$ cat src/rtl/ras_stagger_pkg.sv
package ras_stagger_pkg;

    // Decoded group arrangement for one refresh
    typedef enum logic [1:0] {
        GK_ALL    = 2'd0,
        GK_PAIR   = 2'd1,
        GK_SINGLE = 2'd2
    } grp_kind_e;

    typedef enum logic {
        ST_IDLE = 1'b0,
        ST_RUN  = 1'b1
    } seq_state_e;

    // Raw mode codes seen on the input pin
    localparam logic [2:0] CODE_ALL    = 3'd0;
    localparam logic [2:0] CODE_PAIR   = 3'd1;
    localparam logic [2:0] CODE_SINGLE = 3'd2;

    function automatic grp_kind_e decode_mode(input logic [2:0] code);
        case (code)
            CODE_PAIR:   return GK_PAIR;
            CODE_SINGLE: return GK_SINGLE;
            default:     return GK_ALL;
        endcase
    endfunction

    function automatic logic is_staggered(input grp_kind_e k);
        return k != GK_ALL;
    endfunction

    // Which edge (0 = first after busy) a given strobe lane asserts on
    function automatic int lane_group(input int idx, input grp_kind_e k);
        case (k)
            GK_SINGLE: return idx;
            GK_PAIR:   return idx / 2;
            default:   return 0;
        endcase
    endfunction

endpackage

$ cat src/rtl/ras_stagger_ctrl.sv
module ras_stagger_ctrl
    import ras_stagger_pkg::*;
#(
    parameter int LOW_W  = 4,
    parameter int STEP_W = 3
) (
    input  logic              clk,
    input  logic              rst,
    input  logic              rfsh_req,
    input  logic              scrub_en,
    input  logic [2:0]        grp_mode,
    input  logic [LOW_W-1:0]  low_time,
    input  logic              all_finished,
    output logic              run,
    output logic              lane_clr,
    output logic [STEP_W-1:0] step,
    output grp_kind_e         kind,
    output logic [LOW_W-1:0]  low_cyc,
    output logic              busy,
    output logic              done,
    output logic              reject
);

    localparam logic [STEP_W-1:0] STEP_MAX = '1;

    seq_state_e state;
    logic       pend;
    logic       start_try;
    logic       refuse;
    logic       accept;
    grp_kind_e  req_kind;

    assign req_kind  = decode_mode(grp_mode);
    assign start_try = (state == ST_IDLE) && (rfsh_req || pend);
    assign refuse    = start_try && scrub_en && is_staggered(req_kind);
    assign accept    = start_try && !refuse;

    assign run      = (state == ST_RUN);
    assign lane_clr = accept;
    assign busy     = run;

    always_ff @(posedge clk) begin
        if (rst) begin
            state   <= ST_IDLE;
            pend    <= 1'b0;
            step    <= '0;
            kind    <= GK_ALL;
            low_cyc <= LOW_W'(1);
            done    <= 1'b0;
            reject  <= 1'b0;
        end else begin
            done   <= 1'b0;
            reject <= refuse;

            if (start_try)
                pend <= 1'b0;
            else if (run && rfsh_req)
                pend <= 1'b1;

            if (accept) begin
                state   <= ST_RUN;
                step    <= '0;
                kind    <= req_kind;
                low_cyc <= (low_time == '0) ? LOW_W'(1) : low_time;
            end else if (run) begin
                if (step != STEP_MAX)
                    step <= step + 1'b1;
                if (all_finished) begin
                    state <= ST_IDLE;
                    done  <= 1'b1;
                end
            end
        end
    end

endmodule

$ cat src/rtl/ras_stagger_lane.sv
module ras_stagger_lane #(
    parameter int LOW_W  = 4,
    parameter int STEP_W = 3,
    parameter int OFF_W  = 2
) (
    input  logic              clk,
    input  logic              rst,
    input  logic              clr,
    input  logic              run,
    input  logic [STEP_W-1:0] step,
    input  logic [OFF_W-1:0]  offset,
    input  logic [LOW_W-1:0]  low_cyc,
    output logic              ras_n,
    output logic              finished
);

    logic             fired;
    logic [LOW_W-1:0] cnt;
    logic             fire;

    assign fire     = run && !fired && (step == STEP_W'(offset));
    assign finished = fired && ras_n;

    always_ff @(posedge clk) begin
        if (rst || clr) begin
            ras_n <= 1'b1;
            fired <= 1'b0;
            cnt   <= '0;
        end else if (fire) begin
            ras_n <= 1'b0;
            fired <= 1'b1;
            cnt   <= low_cyc - 1'b1;
        end else if (!ras_n) begin
            if (cnt == '0)
                ras_n <= 1'b1;
            else
                cnt <= cnt - 1'b1;
        end
    end

endmodule

$ cat src/rtl/ras_stagger_seq.sv
module ras_stagger_seq
    import ras_stagger_pkg::*;
#(
    parameter int N_RAS = 4,
    parameter int LOW_W = 4
) (
    input  logic             clk,
    input  logic             rst,
    input  logic             rfsh_req,
    input  logic             scrub_en,
    input  logic [2:0]       grp_mode,
    input  logic [LOW_W-1:0] low_time,
    output logic [N_RAS-1:0] ras_n,
    output logic             busy,
    output logic             done,
    output logic             reject
);

    localparam int OFF_W  = (N_RAS > 1) ? $clog2(N_RAS) : 1;
    localparam int STEP_W = OFF_W + 1;

    logic              run;
    logic              lane_clr;
    logic [STEP_W-1:0] step;
    grp_kind_e         kind;
    logic [LOW_W-1:0]  low_cyc;
    logic [N_RAS-1:0]  lane_fin;

    ras_stagger_ctrl #(.LOW_W(LOW_W), .STEP_W(STEP_W)) i_ctrl (
        .clk          (clk),
        .rst          (rst),
        .rfsh_req     (rfsh_req),
        .scrub_en     (scrub_en),
        .grp_mode     (grp_mode),
        .low_time     (low_time),
        .all_finished (&lane_fin),
        .run          (run),
        .lane_clr     (lane_clr),
        .step         (step),
        .kind         (kind),
        .low_cyc      (low_cyc),
        .busy         (busy),
        .done         (done),
        .reject       (reject)
    );

    for (genvar gi = 0; gi < N_RAS; gi++) begin : g_lane
        logic [OFF_W-1:0] off;
        assign off = OFF_W'(lane_group(gi, kind));

        ras_stagger_lane #(.LOW_W(LOW_W), .STEP_W(STEP_W), .OFF_W(OFF_W)) i_lane (
            .clk      (clk),
            .rst      (rst),
            .clr      (lane_clr),
            .run      (run),
            .step     (step),
            .offset   (off),
            .low_cyc  (low_cyc),
            .ras_n    (ras_n[gi]),
            .finished (lane_fin[gi])
        );
    end

endmodule

$ cat config.mk
export PLATFORM = sky130hd
export DESIGN_NAME = ras_stagger_seq
export DESIGN_NICKNAME = d
export VERILOG_FILES = /design/src/rtl/ras_stagger_pkg.sv /design/src/rtl/ras_stagger_ctrl.sv /design/src/rtl/ras_stagger_lane.sv /design/src/rtl/ras_stagger_seq.sv
export SDC_FILE = /design/constraint.sdc
export NUM_CORES = 1
export LEC_CHECK = 0
export BUFFER_PORTS_ARGS = -buffer_cell sky130_fd_sc_hd__buf_2
export CORE_AREA = 2 2 67 69
export DETAILED_ROUTE_END_ITERATION = 7
export DIE_AREA = 0 0 69 71
export PLACE_DENSITY = 0.77
export SLEW_MARGIN = 20
export SYNTH_ARGS = -nofsm -noshare
export SYNTH_HDL_FRONTEND = slang
export SYNTH_HIERARCHICAL = 1
export SYNTH_SLANG_ARGS = --single-unit
$ cat constraint.sdc
create_clock -name clk -period 6.2 [get_ports clk]
set_input_delay 0.62 -clock clk [delete_from_list [all_inputs] [get_ports clk]]
set_output_delay 0.62 -clock clk [all_outputs]
set_load 0.005 [all_outputs]
* Word-level counts from Yosys, hierarchy flattened
Cells that the tools add are included.
** Storage, ports and cells
- Input bits :: 11
- Word-level logic and storage cells :: 115
- Output and inout bits :: 7
- Bits in registers :: 37
** Cells by class
- Multiplexer cells :: 33
- Equality and inequality tests :: 16
- Bitwise operators :: 1
- Reductions and logical operators :: 40
- $add $sub $neg :: 6
** Operator list (number)
- $mux 4 :: 13
- $logic_not 4->1 :: 5
- $sub 4x1->4 const B :: 5
- $logic_and 1x1->1 :: 17
- $mux 1 :: 17
- $pmux 2 s2 :: 3
- $reduce_and 2->1 :: 5
- $ne 2x1->1 const B :: 4
- $ne 2x2->1 const B :: 4
- $eq 3x2->1 :: 2
- $logic_not 1->1 :: 5
- $reduce_and 4->1 :: 1
- $reduce_or 2->1 :: 2
- $add 3x1->3 const B :: 1
- $eq 3x1->1 :: 1
- $eq 3x1->1 const B :: 1
- $eq 3x2->1 const B :: 1
- $logic_not 3->1 :: 1
- $ne 3x3->1 const B :: 1
- $reduce_or 3->1 :: 1
- $eq 2x1->1 const B :: 1
- $eq 2x2->1 const B :: 1
- $logic_or 1x1->1 :: 2
- $reduce_bool 2->1 :: 1
- $not 1->1 :: 1

* Depth between registers and ports, before layout
- Depth in word-level cells :: 7
- Mapped depth :: 10
- Depth with buffers taken out :: 10

* By module
Netlist, hierarchy kept.
** By module, submodules not included
- ras_stagger_lane :: times used 4, area each 405.4 µm², cells each 45, sequential area each 120.1 µm²
- ras_stagger_ctrl :: times used 1, area each 578.1 µm², cells each 57, sequential area each 260.2 µm²
- ras_stagger_seq :: times used 1, area each 48.8 µm², cells each 7, sequential area each 0.0 µm²

* Least setup slack after synthesis
Ideal clock, no wire load.
- Kind :: reg-to-reg
- From :: register i_ctrl.kind[0]
- To :: register g_lane[1].i_lane.cnt[2]
- Arrival :: 2257 ps
- Clock period less this slack :: 2348 ps
- Setup time :: 91 ps
- Setup slack :: 3852 ps
- Path buffers :: 0
- Data required time :: 6109 ps
- Cell stages (with the launch flop) :: 10
- Cells stage by stage :: dfxtp_1 > inv_1 > ha_1 > xnor2_1 > nand3_1 > mux2i_1 > ha_1 > inv_1 > or4_1 > a311oi_1
** Between the ends
- Word-level cells in the longest chain between the ends :: 6
- Elaborated cells on any way between the ends :: 8
- Those cells by class :: eq/ne (4); mux (2); reduce/logical (2)
** Ends and longest elaborated chain
- start, declared :: RTL line ras_stagger_ctrl.sv:17 : output grp_kind_e kind,
- start signal, assigned :: RTL line ras_stagger_ctrl.sv:63 : kind <= req_kind;
- $eq 2x2->1 (*) :: RTL line ras_stagger_pkg.sv:34 : case (k)
- $mux 1 (*) :: RTL line ras_stagger_pkg.sv:34
- via g_lane[1].off[0] :: RTL line ras_stagger_seq.sv:48 : logic [OFF_W-1:0] off;
- $eq 3x1->1 (*) :: RTL line ras_stagger_lane.sv:21 : assign fire = run && !fired && (step == STEP_W'(offset));
- $logic_and 1x1->1 (*) :: RTL line ras_stagger_lane.sv:21
- $ne 2x2->1 (no source line) / $ne 2x1->1 (equally long branches)
- $reduce_and 2->1 (no source line)
- end signal, assigned :: RTL line ras_stagger_lane.sv:32 : cnt <= low_cyc - 1'b1;
- end signal, assigned :: RTL line ras_stagger_lane.sv:37 : cnt <= cnt - 1'b1;
- end, declared :: RTL line ras_stagger_lane.sv:18 : logic [LOW_W-1:0] cnt;
Mark *: on every way through the listed nets, which the timed path passes. The rest lies on a longest branch.
A chain may end at the register's enable or synchronous reset.

* Worst setup path after layout
Ends and elaborated chain as after synthesis.

==> flow_summary.yaml <==
run_status:
  run_status: "finished clean"
final_layout:
  area.sequential_um2: 740.7
  drive_above_1_share_pct: 13.65
  area_growth_syn_to_layout_pct: 10.46
  mostFrequentLayoutCell: "dfxtp_1"
  mostFrequentLayoutCells: "dfxtp_1, mux2i_1, buf_2, nor3_1, xor2_1"
  design.final.nets: 289
  fillCellCount: 387
  multi_input_comb_area_um2: 1460
  antenna_cells: 0
logic_synthesis:
  synth-edff-count: 0
  synth.mux.area_fraction_pct: 8.904
  synth_cell_type_count: 40
  synth.ff_latch_count: 37
  synth_top_family_by_area: "simple AND/OR/NAND/NOR gates"
  netlist_instances: 244
  post_synth_instance_area_um2: 2248
  yosysSeqAreaShare_pct: 32.94
  postSynth.asyncResetShare_pct: 0
  post_synth_fa_ha_maj_area_fraction_pct: 4.452
  yosys_warnings: 6
  avgSynthCellArea_um2: 9.215
  compound_gate_portion_of_the_synthesized_area_pct: 16.86
  yosys.area_share.simple_pct: 24.87
  dominantRegCellSynth: "dfxtp_1"
  xor_xnor_share_of_the_synthesized_area_pct: 8.570
setup_path:
  kind_of_cell_adding_the_most_delay_to_the_critical_path: "simple AND/OR/NAND/NOR gates"
  timing.critical_path.to_type: "flop"
  critical_path.max_fanout: 6
  worst-path-buf-inv: 2
  crit_path_top_delay_cell: "or4_1"
  worst_r2r_path_depth: 9
  reg2reg_to: "g_lane[1].i_lane/cnt[2]"
  cp_data_required_time_ns: 6.40
  timing.reg2reg.setup_slack_ns: 3.48
  timing.critical_path.slowest_cell_delay_ns: 0.50
  worst_ep_arrival_time_ns: 2.92
  cp_cell_sequence: "inv_1, ha_1, xnor2_1, nand3_1, mux2i_1, ha_1, inv_1, or4_1, a311oi_1"
  worstSetupStartpointType: "flop"
  start_to_end_type_of_the_worst_setup_path: "flop to flop"
  crit-reg2reg-launch: "i_ctrl/kind[0]"
place:
  placement.setup.worst_slack_ns: 3.540
  portBuffers: 17
  detailedPlacementHpwl_mm: 3.366
  gpl.final_weighted_congestion: 0.8154
die:
  placeableCoreArea_um2: 4204
  fp-row-count: 24
  io_pins: 18
  die_height_um: 71
  initial_utilization_pct: 53.48
  die_width_um: 69
  die_area_um2: 4899
power:
  p_leak_uw: 0.0009780
  power-per-cell-area_nw_per_um2: 228.8
  vdd_drop_max_mv: 0.1665
sta:
  max_slew.worst_pin.slew_ns: 0.6227
  fin_ws_ns: 3.481
  timing.setup.tns_ns: 0
  period_minus_slack_ns: 2.719
  timing.final.max_slew_violations: 0
  fmax_ghz: 0.3677
  final_min_period_over_clock_period_pct: 43.86
  slew-limit-headroom_pct: 58.43
  max_clock_skew_ns: 0.005856
  final_report_setup_violation_count: 0
  final-hold-violation-count: 0
  grt_setup_unrepaired: "false"
cts:
  hold_buffers: 0
  cts_tree: "built"
  post-cts-setup-buffers: 0
  htreeDepth: 2
  cts_max_path_buffers: 2
  cts_num_sinks: 37
  path_clk_slew_ns: 0.07
  ctsResizeCount: 0
  tritoncts.num_buffers: 5
  clock_insertion_delay_worst_skew_ns: 0.29
  cts_root_buf: "clkbuf_8"
job:
  cap_viol_max_count: 0
min_path:
  whs_endpoint: "g_lane[3].i_lane/fired"
  min_from: "g_lane[3].i_lane/fired"
  hold_path_depth: 2
  hold_path_class: "flop to flop"
routing:
  vias_after_detailed_routing: 1945
  remaining_drc_errors: 0
  detail_route.wirelength_mm: 4.925
  drt_pass1_iterations: 4
  antenna_violating_nets_post_route: 0
  avgViaCountPerCell: 6.022
  route.detailed.wl_per_inst_um: 15.25
  drtIter0Drc: 142
global_routing:
  number_of_global_route_vias_before_repair: 1854
  grt_max_degree: 31
  globalRoute.totalOverflow: 0
  grt_pass1_wl_mm: 8.383
  antenna_found_initial: 0
  grt_use_total_pct: 20.98
## flip-flops by register name, summed over array words and instances (netlist names)
| name | count |
|---|---|
| g_lane.i_lane/cnt | 16 |
| g_lane.i_lane/fired | 4 |
| g_lane.i_lane/ras_n | 4 |
| i_ctrl/low_cyc | 4 |
| i_ctrl/step | 3 |
| i_ctrl/kind | 2 |
| i_ctrl/busy | 1 |
| i_ctrl/done | 1 |
| i_ctrl/pend | 1 |
| i_ctrl/reject | 1 |
## power by group
group | switching, uW | internal, uW | leakage [uW]
clock network | 82.1 | 79.8 | 0.0000395
registers | 27.8 | 252 | 0.000301
logic | 66.8 | 60.1 | 0.000638
## layout make-up
class                           count  area share, %
Timing Repair Buffer               18          3.728
Tap cell                           52          2.620
Sequential cell                    37          29.82
Inverter                           12          1.814
Multi-Input combinational cell    196          58.79
Clock buffer                        8          3.224
## metal layers
metal	global-route usage, %	part of all wire [%]
met5	0	0
met1	27.42	49
met2	33.65	45
met3	5.271	4.3
met4	7.843	1.6
## stage by stage
| step | area, um^2 | total power [uW] | hold WS, ns | instances | util, % |
|---|---|---|---|---|---|
| global route | 2484 | 598.8 | 0.4954 | 323 | 59.08 |
| detailed placement | 2404 | 407.6 | 0.4669 | 315 | 57.17 |
| CTS | 2484 | 572.3 | 0.4767 | 323 | 59.08 |
| global placement | 2404 | 405.3 | 0.4601 | 315 | 57.17 |
| floorplan | 2267 | 377.2 | 0.4398 | 249 | - |
| finish | 2484 | 568.4 | 0.4767 | 323 | 59.08 |
## worst max-delay path by stage
stage               slack, ns  cells after the start      startpoint                 endpoint
floorplan                3.85                      9  i_ctrl/kind[0]  g_lane[1].i_lane/cnt[2]
global placement         3.65                      9  i_ctrl/kind[0]  g_lane[3].i_lane/cnt[2]
global route             3.29                      9  i_ctrl/kind[0]  g_lane[3].i_lane/cnt[2]
detailed placement       3.54                      9  i_ctrl/kind[0]  g_lane[1].i_lane/cnt[2]
finish                   3.48                      9  i_ctrl/kind[0]  g_lane[1].i_lane/cnt[2]
CTS                      3.46                      9  i_ctrl/kind[0]  g_lane[1].i_lane/cnt[2]
## cell families (layout without fill, tap and decap cells)
kind of cell | after synthesis | count (layout)
simple gates | 93 | 93
compound gates | 47 | 47
flops | 37 | 37
xor+xnor | 22 | 22
mux | 20 | 20
buf+inv | 16 | 38
fa+ha+maj | 8 | 8
other cells | 1 | 6
## worst min-delay path, delay by kind of cell, from the launching register on
family / cells / cell delay (ns)
flip-flops: 1 / 0.33
buffers and inverters: 1 / 0.05
AO/OA/AOI/OAI: 1 / 0.05
## cells in the mapped netlist (2+ instances only)
cell | count | area, um^2
dfxtp_1 | 37 | 740.7
mux2i_1 | 20 | 200.2
nor3_1 | 14 | 70.07
xor2_1 | 13 | 113.9
inv_1 | 12 | 45.04
nand2_1 | 12 | 45.04
a31oi_1 | 9 | 56.30
xnor2_1 | 9 | 78.83
ha_1 | 8 | 100.1
nand2b_1 | 8 | 50.05
nor4_1 | 8 | 50.05
or3_1 | 8 | 50.05
nor2_1 | 7 | 26.28
nand3_1 | 5 | 25.02
nor3b_1 | 5 | 37.54
a2111oi_2 | 4 | 60.06
a21oi_1 | 4 | 20.02
a311oi_1 | 4 | 35.03
a41o_1 | 4 | 40.04
and2_1 | 4 | 25.02
o21a_1 | 4 | 30.03
o21ai_0 | 4 | 20.02
o31ai_1 | 4 | 30.03
o32ai_1 | 4 | 35.03
o41ai_1 | 4 | 35.03
or2_2 | 4 | 25.02
or3b_1 | 4 | 35.03
or4_1 | 4 | 30.03
or4_4 | 4 | 45.04
nand3b_1 | 2 | 15.01
nor2b_1 | 2 | 12.51
(Power assumes the default switching activity.)
